## src/rtl/cfgport_pkg.sv

```systemverilog
package cfgport_pkg;
  localparam int CMD_BYTES  = 4;
  localparam int STAT_BYTES = 4;

  localparam logic [7:0] OP_ENABLE    = 8'hC6;
  localparam logic [7:0] OP_ERASE     = 8'h0E;
  localparam logic [7:0] OP_INIT_ADDR = 8'h46;
  localparam logic [7:0] OP_PROG_PAGE = 8'h70;
  localparam logic [7:0] OP_PROG_DONE = 8'h5E;
  localparam logic [7:0] OP_RD_STATUS = 8'h3C;
  localparam logic [7:0] OP_REFRESH   = 8'h79;

  localparam logic [2:0] ERR_NONE = 3'd0;
  localparam logic [2:0] ERR_CMD  = 3'd2;
  localparam logic [2:0] ERR_OVFL = 3'd6;

  typedef enum logic [1:0] {BOP_ERASE, BOP_PROGDONE, BOP_REFRESH} busy_op_e;

  function automatic logic [31:0] pack_status(logic dev_ver, logic [2:0] err, logic busy,
                                              logic en, logic done);
    logic [31:0] s;
    s          = '0;
    s[27]      = dev_ver;
    s[25:23]   = err;
    s[13]      = (err != ERR_NONE);
    s[12]      = busy;
    s[9]       = en;
    s[8]       = done;
    return s;
  endfunction
endpackage

```

## src/rtl/cfgport_frame_ctr.sv

```systemverilog
module cfgport_frame_ctr #(
  parameter int MAX_LEN = 20,
  localparam int IW = $clog2(MAX_LEN + 1)
) (
  input  logic          clk_i,
  input  logic          rst_ni,
  input  logic          cs_i,
  input  logic          rx_valid_i,
  output logic [IW-1:0] idx_o,
  output logic          frame_end_o
);
  logic [IW-1:0] idx_q;
  logic          cs_q;

  always_ff @(posedge clk_i or negedge rst_ni) begin
    if (!rst_ni) begin
      idx_q <= '0;
      cs_q  <= 1'b0;
    end else begin
      cs_q <= cs_i;
      if (!cs_i) idx_q <= '0;
      else if (rx_valid_i && idx_q != IW'(MAX_LEN)) idx_q <= idx_q + 1'b1;
    end
  end

  assign idx_o       = idx_q;
  assign frame_end_o = cs_q & ~cs_i;

  a_r12_idx_clears: assert property (@(posedge clk_i) disable iff (!rst_ni)
    !cs_i |=> idx_q == '0);
endmodule

```

## src/rtl/cfgport_busy_timer.sv

```systemverilog
module cfgport_busy_timer
  import cfgport_pkg::*;
#(
  parameter int ERASE_CYC   = 20,
  parameter int PROG_CYC    = 10,
  parameter int REFRESH_CYC = 30,
  localparam int MAXC = (ERASE_CYC > PROG_CYC)
                        ? ((ERASE_CYC > REFRESH_CYC) ? ERASE_CYC : REFRESH_CYC)
                        : ((PROG_CYC > REFRESH_CYC) ? PROG_CYC : REFRESH_CYC),
  localparam int CW = $clog2(MAXC + 1)
) (
  input  logic     clk_i,
  input  logic     rst_ni,
  input  logic     start_i,
  input  busy_op_e op_i,
  output logic     busy_o,
  output logic     expire_o,
  output busy_op_e op_o
);
  logic [CW-1:0] cnt_q;
  logic [CW-1:0] len;
  busy_op_e      op_q;

  always_comb begin
    case (op_i)
      BOP_ERASE:    len = CW'(ERASE_CYC);
      BOP_PROGDONE: len = CW'(PROG_CYC);
      default:      len = CW'(REFRESH_CYC);
    endcase
  end

  always_ff @(posedge clk_i or negedge rst_ni) begin
    if (!rst_ni) begin
      cnt_q <= '0;
      op_q  <= BOP_ERASE;
    end else if (start_i) begin
      cnt_q <= len;
      op_q  <= op_i;
    end else if (cnt_q != '0) begin
      cnt_q <= cnt_q - 1'b1;
    end
  end

  assign busy_o   = (cnt_q != '0);
  assign expire_o = (cnt_q == CW'(1));
  assign op_o     = op_q;

  a_r7_busy_on_start: assert property (@(posedge clk_i) disable iff (!rst_ni)
    start_i |=> busy_o);
  a_r6_busy_ends_on_expire: assert property (@(posedge clk_i) disable iff (!rst_ni)
    (expire_o && !start_i) |=> !busy_o);
endmodule

```

## src/rtl/cfgport_status_tx.sv

```systemverilog
module cfgport_status_tx (
  input  logic        clk_i,
  input  logic        rst_ni,
  input  logic        cs_i,
  input  logic        load_i,
  input  logic [31:0] status_i,
  input  logic        shift_i,
  input  logic        last_i,
  output logic [7:0]  tx_byte_o
);
  logic [31:0] sh_q;
  logic        act_q;

  always_ff @(posedge clk_i or negedge rst_ni) begin
    if (!rst_ni) begin
      sh_q  <= '0;
      act_q <= 1'b0;
    end else if (!cs_i) begin
      act_q <= 1'b0;
    end else if (load_i) begin
      sh_q  <= status_i;
      act_q <= 1'b1;
    end else if (shift_i && act_q) begin
      sh_q <= {sh_q[23:0], 8'h00};
      if (last_i) act_q <= 1'b0;
    end
  end

  assign tx_byte_o = act_q ? sh_q[31:24] : 8'h00;

  a_r4_quiet_outside_frame: assert property (@(posedge clk_i) disable iff (!rst_ni)
    !cs_i |=> tx_byte_o == 8'h00);
endmodule

```

## src/rtl/cfgport_target.sv

```systemverilog
module cfgport_target
  import cfgport_pkg::*;
#(
  parameter int   PAGE_BYTES  = 16,
  parameter int   PAGE_AW     = 4,
  parameter int   ERASE_CYC   = 20,
  parameter int   PROG_CYC    = 10,
  parameter int   REFRESH_CYC = 30,
  parameter logic DEV_VER     = 1'b1
) (
  input  logic                    clk_i,
  input  logic                    rst_ni,
  input  logic                    cs_i,
  input  logic                    rx_valid_i,
  input  logic [7:0]              rx_byte_i,
  output logic [7:0]              tx_byte_o,
  output logic                    mem_we_o,
  output logic [PAGE_AW-1:0]      mem_addr_o,
  output logic [PAGE_BYTES*8-1:0] mem_wdata_o,
  output logic                    mem_clr_o,
  output logic [31:0]             status_o,
  output logic                    busy_o,
  output logic                    done_o,
  output logic                    cfg_en_o,
  output logic [2:0]              err_o
);
  localparam int PROG_LEN = CMD_BYTES + PAGE_BYTES;
  localparam int RD_LEN   = CMD_BYTES + STAT_BYTES;
  localparam int IW       = $clog2(PROG_LEN + 1);
  localparam logic [IW-1:0] IDX_OP   = '0;
  localparam logic [IW-1:0] IDX_FIRE = IW'(CMD_BYTES - 1);
  localparam logic [IW-1:0] IDX_DATA = IW'(CMD_BYTES);
  localparam logic [IW-1:0] IDX_PEND = IW'(PROG_LEN - 1);
  localparam logic [IW-1:0] IDX_REND = IW'(RD_LEN - 1);

  logic [IW-1:0] idx, req_len, di;
  logic          frame_end, acc, cmd_fire;
  logic [7:0]    opc_q;
  logic          done_q, en_q, prog_ok_q;
  logic [2:0]    err_q;
  logic [PAGE_AW-1:0] page_q;

  logic     t_busy, t_expire, t_start;
  busy_op_e t_op, t_op_n;
  logic     cmd_err, do_enable, do_init, do_load, do_prog;
  logic     data_we, page_last;

  logic [7:0]              buf_q [PAGE_BYTES];
  logic [PAGE_BYTES*8-1:0] wdata_n, mem_wdata_q;
  logic                    mem_we_q, mem_clr_q;
  logic [PAGE_AW-1:0]      mem_addr_q;

  cfgport_frame_ctr #(.MAX_LEN(PROG_LEN)) u_frame (
    .clk_i, .rst_ni, .cs_i, .rx_valid_i,
    .idx_o(idx), .frame_end_o(frame_end)
  );

  cfgport_busy_timer #(
    .ERASE_CYC(ERASE_CYC), .PROG_CYC(PROG_CYC), .REFRESH_CYC(REFRESH_CYC)
  ) u_timer (
    .clk_i, .rst_ni, .start_i(t_start), .op_i(t_op_n),
    .busy_o(t_busy), .expire_o(t_expire), .op_o(t_op)
  );

  assign acc      = cs_i & rx_valid_i;
  assign cmd_fire = acc && (idx == IDX_FIRE);
  assign status_o = pack_status(DEV_VER, err_q, t_busy, en_q, done_q);

  cfgport_status_tx u_tx (
    .clk_i, .rst_ni, .cs_i, .load_i(do_load), .status_i(status_o),
    .shift_i(acc && idx >= IDX_DATA && idx <= IDX_REND),
    .last_i(idx == IDX_REND), .tx_byte_o
  );

  always_comb begin
    case (opc_q)
      OP_PROG_PAGE: req_len = IW'(PROG_LEN);
      OP_RD_STATUS: req_len = IW'(RD_LEN);
      default:      req_len = IW'(CMD_BYTES);
    endcase
  end

  // command decode at the 4th byte
  always_comb begin
    t_start = 1'b0; t_op_n = BOP_ERASE; cmd_err = 1'b0;
    do_enable = 1'b0; do_init = 1'b0; do_load = 1'b0; do_prog = 1'b0;
    if (cmd_fire) begin
      case (opc_q)
        OP_RD_STATUS: do_load = 1'b1;
        OP_ENABLE:    if (t_busy) cmd_err = 1'b1; else do_enable = 1'b1;
        OP_INIT_ADDR: if (t_busy) cmd_err = 1'b1; else do_init = 1'b1;
        OP_PROG_PAGE: if (t_busy || !en_q) cmd_err = 1'b1; else do_prog = 1'b1;
        OP_ERASE, OP_PROG_DONE, OP_REFRESH: begin
          if (t_busy || !en_q) cmd_err = 1'b1;
          else begin
            t_start = 1'b1;
            t_op_n  = (opc_q == OP_ERASE)     ? BOP_ERASE :
                      (opc_q == OP_PROG_DONE) ? BOP_PROGDONE : BOP_REFRESH;
          end
        end
        default: cmd_err = 1'b1;
      endcase
    end
  end

  assign di        = idx - IDX_DATA;
  assign data_we   = acc && prog_ok_q && idx >= IDX_DATA && idx <= IDX_PEND;
  assign page_last = data_we && (idx == IDX_PEND);

  for (genvar g = 0; g < PAGE_BYTES; g++) begin : g_buf
    always_ff @(posedge clk_i or negedge rst_ni) begin
      if (!rst_ni) buf_q[g] <= '0;
      else if (data_we && di == IW'(g)) buf_q[g] <= rx_byte_i;
    end
    assign wdata_n[8*g +: 8] = (g == PAGE_BYTES - 1) ? rx_byte_i : buf_q[g];
  end

  always_ff @(posedge clk_i or negedge rst_ni) begin
    if (!rst_ni) begin
      opc_q <= '0; done_q <= 1'b0; en_q <= 1'b0; err_q <= ERR_NONE;
      prog_ok_q <= 1'b0; page_q <= '0;
      mem_we_q <= 1'b0; mem_clr_q <= 1'b0; mem_addr_q <= '0; mem_wdata_q <= '0;
    end else begin
      mem_we_q  <= 1'b0;
      mem_clr_q <= 1'b0;
      if (acc && idx == IDX_OP) opc_q <= rx_byte_i;
      if (t_expire && t_op == BOP_PROGDONE) done_q <= 1'b1;
      if (t_expire && t_op == BOP_REFRESH)  en_q   <= 1'b0;
      if (frame_end && idx != '0 && idx < req_len) err_q <= ERR_OVFL;
      if (cmd_err) err_q <= ERR_CMD;
      if (do_enable) begin
        en_q  <= 1'b1;
        err_q <= ERR_NONE;
      end
      if (do_init) page_q <= '0;
      if (t_start && t_op_n == BOP_ERASE) begin
        mem_clr_q <= 1'b1;
        done_q    <= 1'b0;
      end
      if (!cs_i) prog_ok_q <= 1'b0;
      else if (do_prog) prog_ok_q <= 1'b1;
      if (page_last) begin
        mem_we_q    <= 1'b1;
        mem_addr_q  <= page_q;
        mem_wdata_q <= wdata_n;
        page_q      <= page_q + 1'b1;
      end
    end
  end

  assign mem_we_o    = mem_we_q;
  assign mem_addr_o  = mem_addr_q;
  assign mem_wdata_o = mem_wdata_q;
  assign mem_clr_o   = mem_clr_q;
  assign busy_o      = t_busy;
  assign done_o      = done_q;
  assign cfg_en_o    = en_q;
  assign err_o       = err_q;

  a_r5_write_needs_enable: assert property (@(posedge clk_i) disable iff (!rst_ni)
    mem_we_o |-> cfg_en_o);
  a_r8_page_steps: assert property (@(posedge clk_i) disable iff (!rst_ni)
    mem_we_o |-> page_q == PAGE_AW'(mem_addr_o + 1'b1));
  a_r7_clear_while_busy: assert property (@(posedge clk_i) disable iff (!rst_ni)
    mem_clr_o |-> busy_o && !done_o);
  a_r12_short_frame_err: assert property (@(posedge clk_i) disable iff (!rst_ni)
    (frame_end && idx != '0 && idx < req_len) |=> err_o == ERR_OVFL);
  a_r10_done_after_expire: assert property (@(posedge clk_i) disable iff (!rst_ni)
    $rose(done_q) |-> $past(t_expire && t_op == BOP_PROGDONE));
endmodule

```

## config.mk

```make
export PLATFORM = sky130hd
export DESIGN_NAME = cfgport_target
export DESIGN_NICKNAME = d
export VERILOG_FILES = /design/src/rtl/cfgport_pkg.sv /design/src/rtl/cfgport_frame_ctr.sv /design/src/rtl/cfgport_busy_timer.sv /design/src/rtl/cfgport_status_tx.sv /design/src/rtl/cfgport_target.sv
export SDC_FILE = /design/constraint.sdc
export NUM_CORES = 1
export LEC_CHECK = 0
export BUFFER_PORTS_ARGS = -buffer_cell sky130_fd_sc_hd__buf_2
export CAP_MARGIN = 10
export CELL_PAD_IN_SITES_DETAIL_PLACEMENT = 0
export CELL_PAD_IN_SITES_GLOBAL_PLACEMENT = 1
export CORE_MARGIN = 2
export CORE_UTILIZATION = 45
export DETAILED_ROUTE_END_ITERATION = 7
export GPL_TIMING_DRIVEN = 0
export HOLD_SLACK_MARGIN = 0.1
export PLACE_DENSITY_LB_ADDON = 0.1
export SLEW_MARGIN = 10
export SYNTH_ARGS = -nofsm -noshare
export SYNTH_HDL_FRONTEND = slang
export SYNTH_SLANG_ARGS = --single-unit
```

## constraint.sdc

```tcl
create_clock -name clk_i -period 2.4 [get_ports clk_i]
set_clock_uncertainty 0.05 [all_clocks]
set_input_delay 0.36 -clock clk_i [delete_from_list [all_inputs] [get_ports clk_i]]
set_output_delay 0.36 -clock clk_i [all_outputs]
set_load 0.03 [all_outputs]
```

# [Yosys cells after proc, flatten, opt, wreduce, memory -nomap -nowiden]
# Cells that the tools add are included.
[totals] regBits=318 in_bits=12
[classes] bitwise=3 eq_ne=33 magnitude_cmp=4 n_addsub=4 reduce_logical=49 muxes=47
[op_table] operator="32-bit two-way mux" n=2
[op_table] operator="5-bit by 4-bit equality test with 1-bit output (second input constant)" n=7
[op_table] operator="8-bit by 7-bit equality test with 1-bit output (second input constant)" n=4
[op_table] operator="1-bit logical AND" n=30
[op_table] operator="1-bit two-way mux" n=27
[op_table] operator="5-bit by 3-bit equality test with 1-bit output (second input constant)" n=5
[op_table] operator="5-bit two-way mux" n=4
[op_table] operator="5-bit one-hot mux with 2 select lines" n=2
[op_table] operator="5-bit by 2-bit equality test with 1-bit output (second input constant)" n=3
[op_table] operator="5-bit by 1-bit equality test with 1-bit output (second input constant)" n=2
[op_table] operator="5-bit logical NOT" n=2
[op_table] operator="2-bit two-way mux" n=5
[op_table] operator="2-bit nonzero test" n=5
[op_table] operator="5-bit nonzero test" n=2
[op_table] operator="3-bit two-way mux" n=3
[op_table] operator="8-bit by 4-bit equality test with 1-bit output (second input constant)" n=1
[op_table] operator="8-bit by 6-bit equality test with 1-bit output (second input constant)" n=1
[op_table] operator="8-bit equality test (second input constant)" n=1
[op_table] operator="4-bit two-way mux" n=2
[op_table] operator="8-bit two-way mux" n=1
[op_table] operator="3-bit by 1-bit != test with 1-bit output (second input constant)" n=2
[op_table] operator="3-bit nonzero test" n=2
[op_table] operator="5-bit by 1-bit adder with 5-bit output (second input constant)" n=1
[op_table] operator="5-bit equality test (second input constant)" n=1
[op_table] operator="other kinds (21)" n=25

# [Longest topological paths before layout]
[logic_depth] depth_word=9 mapped_depth=9 mapped_depth_nobuf=8

# [Cells and area by module]
# A second synthesis with hierarchy kept.
[hier_totals] hier_cells=1180 area_unflattened_um2=13106.3
[modules_own_cells] module="cfgport_target" area_per_inst_um2=10816.6 cells_per_inst=973 n_inst=1 seq_area_each_um2=6781.5
[modules_own_cells] module="cfgport_status_tx" area_per_inst_um2=1595.3 cells_per_inst=142 n_inst=1 seq_area_each_um2=825.8
[modules_own_cells] module="cfgport_busy_timer" area_per_inst_um2=382.9 cells_per_inst=35 n_inst=1 seq_area_each_um2=175.2
[modules_own_cells] module="cfgport_frame_ctr" area_per_inst_um2=311.5 cells_per_inst=30 n_inst=1 seq_area_each_um2=150.1

# [Worst setup path before layout]
# OpenSTA, ideal clock, no wires.
[synth_path] kind="flip-flop to flip-flop" start="register opc_q[0]" end="register err_q[2], in the netlist err_o[2]" n_path_buf=0 required_time_ps=2262 synth_period_minus_slack_ps=2061 t_arrival_ps=1922 path_stages_with_launch=9 setup_ps=88 slack_ps=339 path_cell_list="dfrtp_1 > nor4b_2 > nand4_1 > ha_1 > or2_2 > a41oi_1 > o21a_1 > nor2_1 > nor3b_1"
[synth_via] elab_chain_len=6 word_cells_on_any_way=19 classes_between="order compare: 1; eq/ne: 7; mux: 7; reduce/logical: 4"
[synth_rtl] item="start: declaration" line="cfgport_target.sv:38" source="logic [7:0] opc_q;"
[synth_rtl] item="start signal: assignment" line="cfgport_target.sv:126" source="if (acc && idx == IDX_OP) opc_q <= rx_byte_i;"
[synth_rtl] item="branches (longest 6 deep; another with 5-bit less-than comparator)"
[synth_rtl] item="end signal: assignment" line="cfgport_target.sv:129" source="if (frame_end && idx != '0 && idx < req_len) err_q <= ERR_OVFL;"
[synth_rtl] item="end signal: assignment" line="cfgport_target.sv:130" source="if (cmd_err) err_q <= ERR_CMD;"
[synth_rtl] item="end signal: assignment" line="cfgport_target.sv:133" source="err_q <= ERR_NONE;"
[synth_rtl] item="end: declaration" line="cfgport_target.sv:40" source="logic [2:0] err_q;"
# Several ways; the timed one is not identified.
# A chain may end at the register's enable or synchronous reset.

# [Worst setup path in the final report]
[layout_path] start="register u_timer.cnt_q[1]" end="output port status_o[12]"
[layout_via] elab_chain_len=1
[layout_rtl] item="start: declaration" line="cfgport_busy_timer.sv:20" source="logic [CW-1:0] cnt_q;"
[layout_rtl] item="start signal: assignment" line="cfgport_busy_timer.sv:37" source="cnt_q <= len;"
[layout_rtl] item="start signal: assignment" line="cfgport_busy_timer.sv:40" source="cnt_q <= cnt_q - 1'b1;"
[layout_rtl] item="5-bit nonzero test" line="cfgport_busy_timer.sv:44" source="assign busy_o = (cnt_q != '0);"
[layout_rtl] item="end: declaration" line="cfgport_target.sv:21" source="output logic [31:0] status_o,"
# No other way between the ends.

==> qor.csv <==
metric,value,unit
status,"finished, final reports clean",
commonest cells in the netlist,"422 x nand2_1, 298 x dfrtp_1, 116 x mux2_2",
# IOs,192,
CTS tree,yes,
Cells after Synth,1086,
DRC viols,0,
CP max-delay cell,dfrtp_1,
DRT iter0 DRCs,463,
"Setup violations, final",0,
GRT Overall Usage,20.41,%
share of Yosys cell area claimed by the top area cell type,61.33,%
Setup WS pre-CTS,6.452,ps
TritonCTS Buffers,34,
Root Driver,clkbuf_16,
vias per cell,4.827,
Critical Path End Type,primary output,
Die H,168.4,um
Area Overhead vs Synth,21.99,%
Synth async-reset ratio,100.0,%
Final Cycle Share,95.46,%
CTS H-tree depth,2,
sequential area share after synthesis,61.33,%
antenna diode count,0,
CP arrival,1880,ps
"Largest stage delay, worst path",390,ps
final WL,28160,um
Post-DRT Antenna Nets,0,
Synth Flop Type,dfrtp_1,
CTS sink cnt,298,
crit-path max FO,6,
Nets,1339,
number of synthesized flops with an enable pin,0,
final worst slack,109.1,ps
WL per Instance,16.73,um
die area,28350,sq um
number of global-route vias before repair,8067,
actual slew at the worst max-slew pin,568.7,ps
clock-pin transition on the worst setup and hold timing paths,60,ps
synth top area cells,"dfrtp_1 61%, nand2_1 13%, mux2_2 11%, buf_4 2.2%, buf_2 1.3%",
Leak,8.366,nW
layout cells sized above 1,32.56,%
initial antenna violation count,0,
Die Wd,168.4,um
Max Cap Violations,0,
row count,60,
Yosys reg bits,298,
initial core utilization,45.50,%
Pins Over Slew Limit,0,
Synth cell types,57,
crit path buf inv count,4,
min Tclk post-route,2291,ps
fmax,436.5,MHz
RSZ-0062 raised after global routing,false,
Min-Delay Path Class,in2reg,
CTS Buffer Depth,3,
mapped cell area,12160,sq um
first-pass GRT wire length,45250,um
PD cells,764.1,nW/um^2
Worst setup SP type,flop,
Final TNS setup,0,ps
overflow left after global routing,0,
"Avg Cell Area, Syn",11.20,sq um
"count leader, synth",nand2_1,
synth warn,0,
router iterations before antenna repair,4,
Crit path max-delay family,buffers and inverters,
DPL Wire Length,18680,um
routed via count,8124,
Slew headroom,62.09,%
buffers added on ports,160,
Crit path required time,1990,ps
Worst-Skew Late Latency,510,ps
worst path cell trace,"inv_1, ha_1, nor4b_4, inv_2, buf_4, buf_2",
maximum VDD drop,544.6,uV
post-synth top area cell,dfrtp_1,
GP Congestion,0.7618,
core area,26730,sq um
Final Hold Fails,0,
critical path class,reg2out,
pin count of the biggest net entering global routing,105,
## repair_timing
action                                 in CTS  in global routing
resized for setup                           0                  8
setup endpoints to repair                   3                 11
gates cloned                                0                  0
hold buffers                                2                  0
pin swaps                                   1                  0
endpoints found under the hold margin      56                  0
setup buffers                               2                  0
## stage by stage
stage / total power, mW / hold slack, ps / instances / util [%] / instance area [sq um]
floorplan: 5.734 / 14.41 / 1114 / - / 12260
global placement: 5.984 / 391.1 / 1615 / 50.48 / 13490
detailed placement: 6.011 / 270.8 / 1618 / 50.83 / 13580
CTS: 11.46 / 142.1 / 1683 / 55.39 / 14800
global route: 11.77 / 182.0 / 1683 / 55.50 / 14830
finish: 11.33 / 159.4 / 1683 / 55.50 / 14830
## tightest hold or removal path, cell delays in order
cell and delay (ps):
buf_4 150, nand3_1 90, a21boi_0 70
## cell usage in the layout, fill, tap and decap left out, types with 3 or more instances in the layout
cell type	n
a21oi_1	4
a22o_1	4
and2_1	8
and3_1	3
buf_16	3
buf_2	191
buf_4	38
buf_6	9
bufinv_16	3
clkbuf_1	13
clkbuf_16	37
clkbuf_8	7
clkinv_2	6
conb_1	30
dfrtp_1	297
ha_1	10
inv_1	7
mux2_1	13
mux2_2	116
mux2i_1	9
nand2_1	422
nand2_2	8
nand3_1	5
nand4_1	4
nor2_1	16
nor2b_1	4
nor3_1	3
nor3b_1	4
nor4b_1	3
o21ai_0	8
o22ai_1	5
xnor2_1	3
## logic make-up (layout without fill, tap and decap cells)
| family | Yosys count | count (layout) | share of synthesized area (%) |
|---|---|---|---|
| flops | 298 | 298 | 61.33 |
| simple gates | 504 | 504 | 17.52 |
| fa+ha+maj | 10 | 10 | 1.029 |
| compound gates | 34 | 34 | 1.924 |
| other cells | 2 | 30 | 0.06176 |
| buf+inv | 95 | 323 | 5.083 |
| xor+xnor | 5 | 5 | 0.3602 |
| mux | 138 | 138 | 12.69 |
## power by group
part           internal, mW  leakage [nW]  total [mW]  switching, mW
registers              5.11          4.11        5.25          0.134
logic                 0.265          3.67       0.690          0.425
clock network          3.35         0.589        5.40           2.04
## sequential cells by signal (all words and copies together) (netlist names)
| register | count |
|---|---|
| err_o | 2 |
| cfg_en_o | 1 |
| u_frame.idx_o | 5 |
| u_tx.act_q | 1 |
| u_timer.op_o | 2 |
| u_frame.cs_q | 1 |
| mem_addr_o | 4 |
| page_q | 4 |
| u_timer.cnt_q | 5 |
| mem_we_o | 1 |
| mem_wdata_o | 128 |
| opc_q | 8 |
| u_tx.sh_q | 13 |
| mem_clr_o | 1 |
| prog_ok_q | 1 |
| buf_q | 120 |
| done_o | 1 |
## area by class of cell
| cell class | instances | area, sq um |
|---|---|---|
| well taps | 341 | 426.7 |
| flip-flops and latches | 298 | 7458 |
| clock buffers | 50 | 1045 |
| multi-input cells | 721 | 4217 |
| repair buffers | 167 | 928.4 |
| fillers | 2394 | 11890 |
| clock inverters | 11 | 140.1 |
| plain buffers | 85 | 578.1 |
| inverters | 10 | 40.04 |
## worst paths after layout
path	start	end	slack, ps	cells after the start
max in group asynchronous	rst_ni	buf_q[21]$_DFFE_PN0P_	770	4
min	rx_valid_i	u_frame.idx_o[1]$_DFFE_PN0P_	160	3
max	u_timer.cnt_q[1]$_DFFE_PN0P_	status_o[12]	110	6
max reg2reg	u_frame.idx_o[0]$_DFFE_PN0P_	buf_q[29]$_DFFE_PN0P_	160	6
min reg2reg	buf_q[80]$_DFFE_PN0P_	mem_wdata_o[40]$_DFFE_PN0P_	410	2
min in group asynchronous	rst_ni	mem_wdata_o[35]$_DFFE_PN0P_	310	2
## routing by layer
layer / share of wire [%] / GRT usage (%)
met1: 49 / 29.70
met2: 45 / 31.53
met3: 4.8 / 3.855
met4: 1.6 / 5.660
met5: 0 / 0
Power figures use the tool's default switching activity.
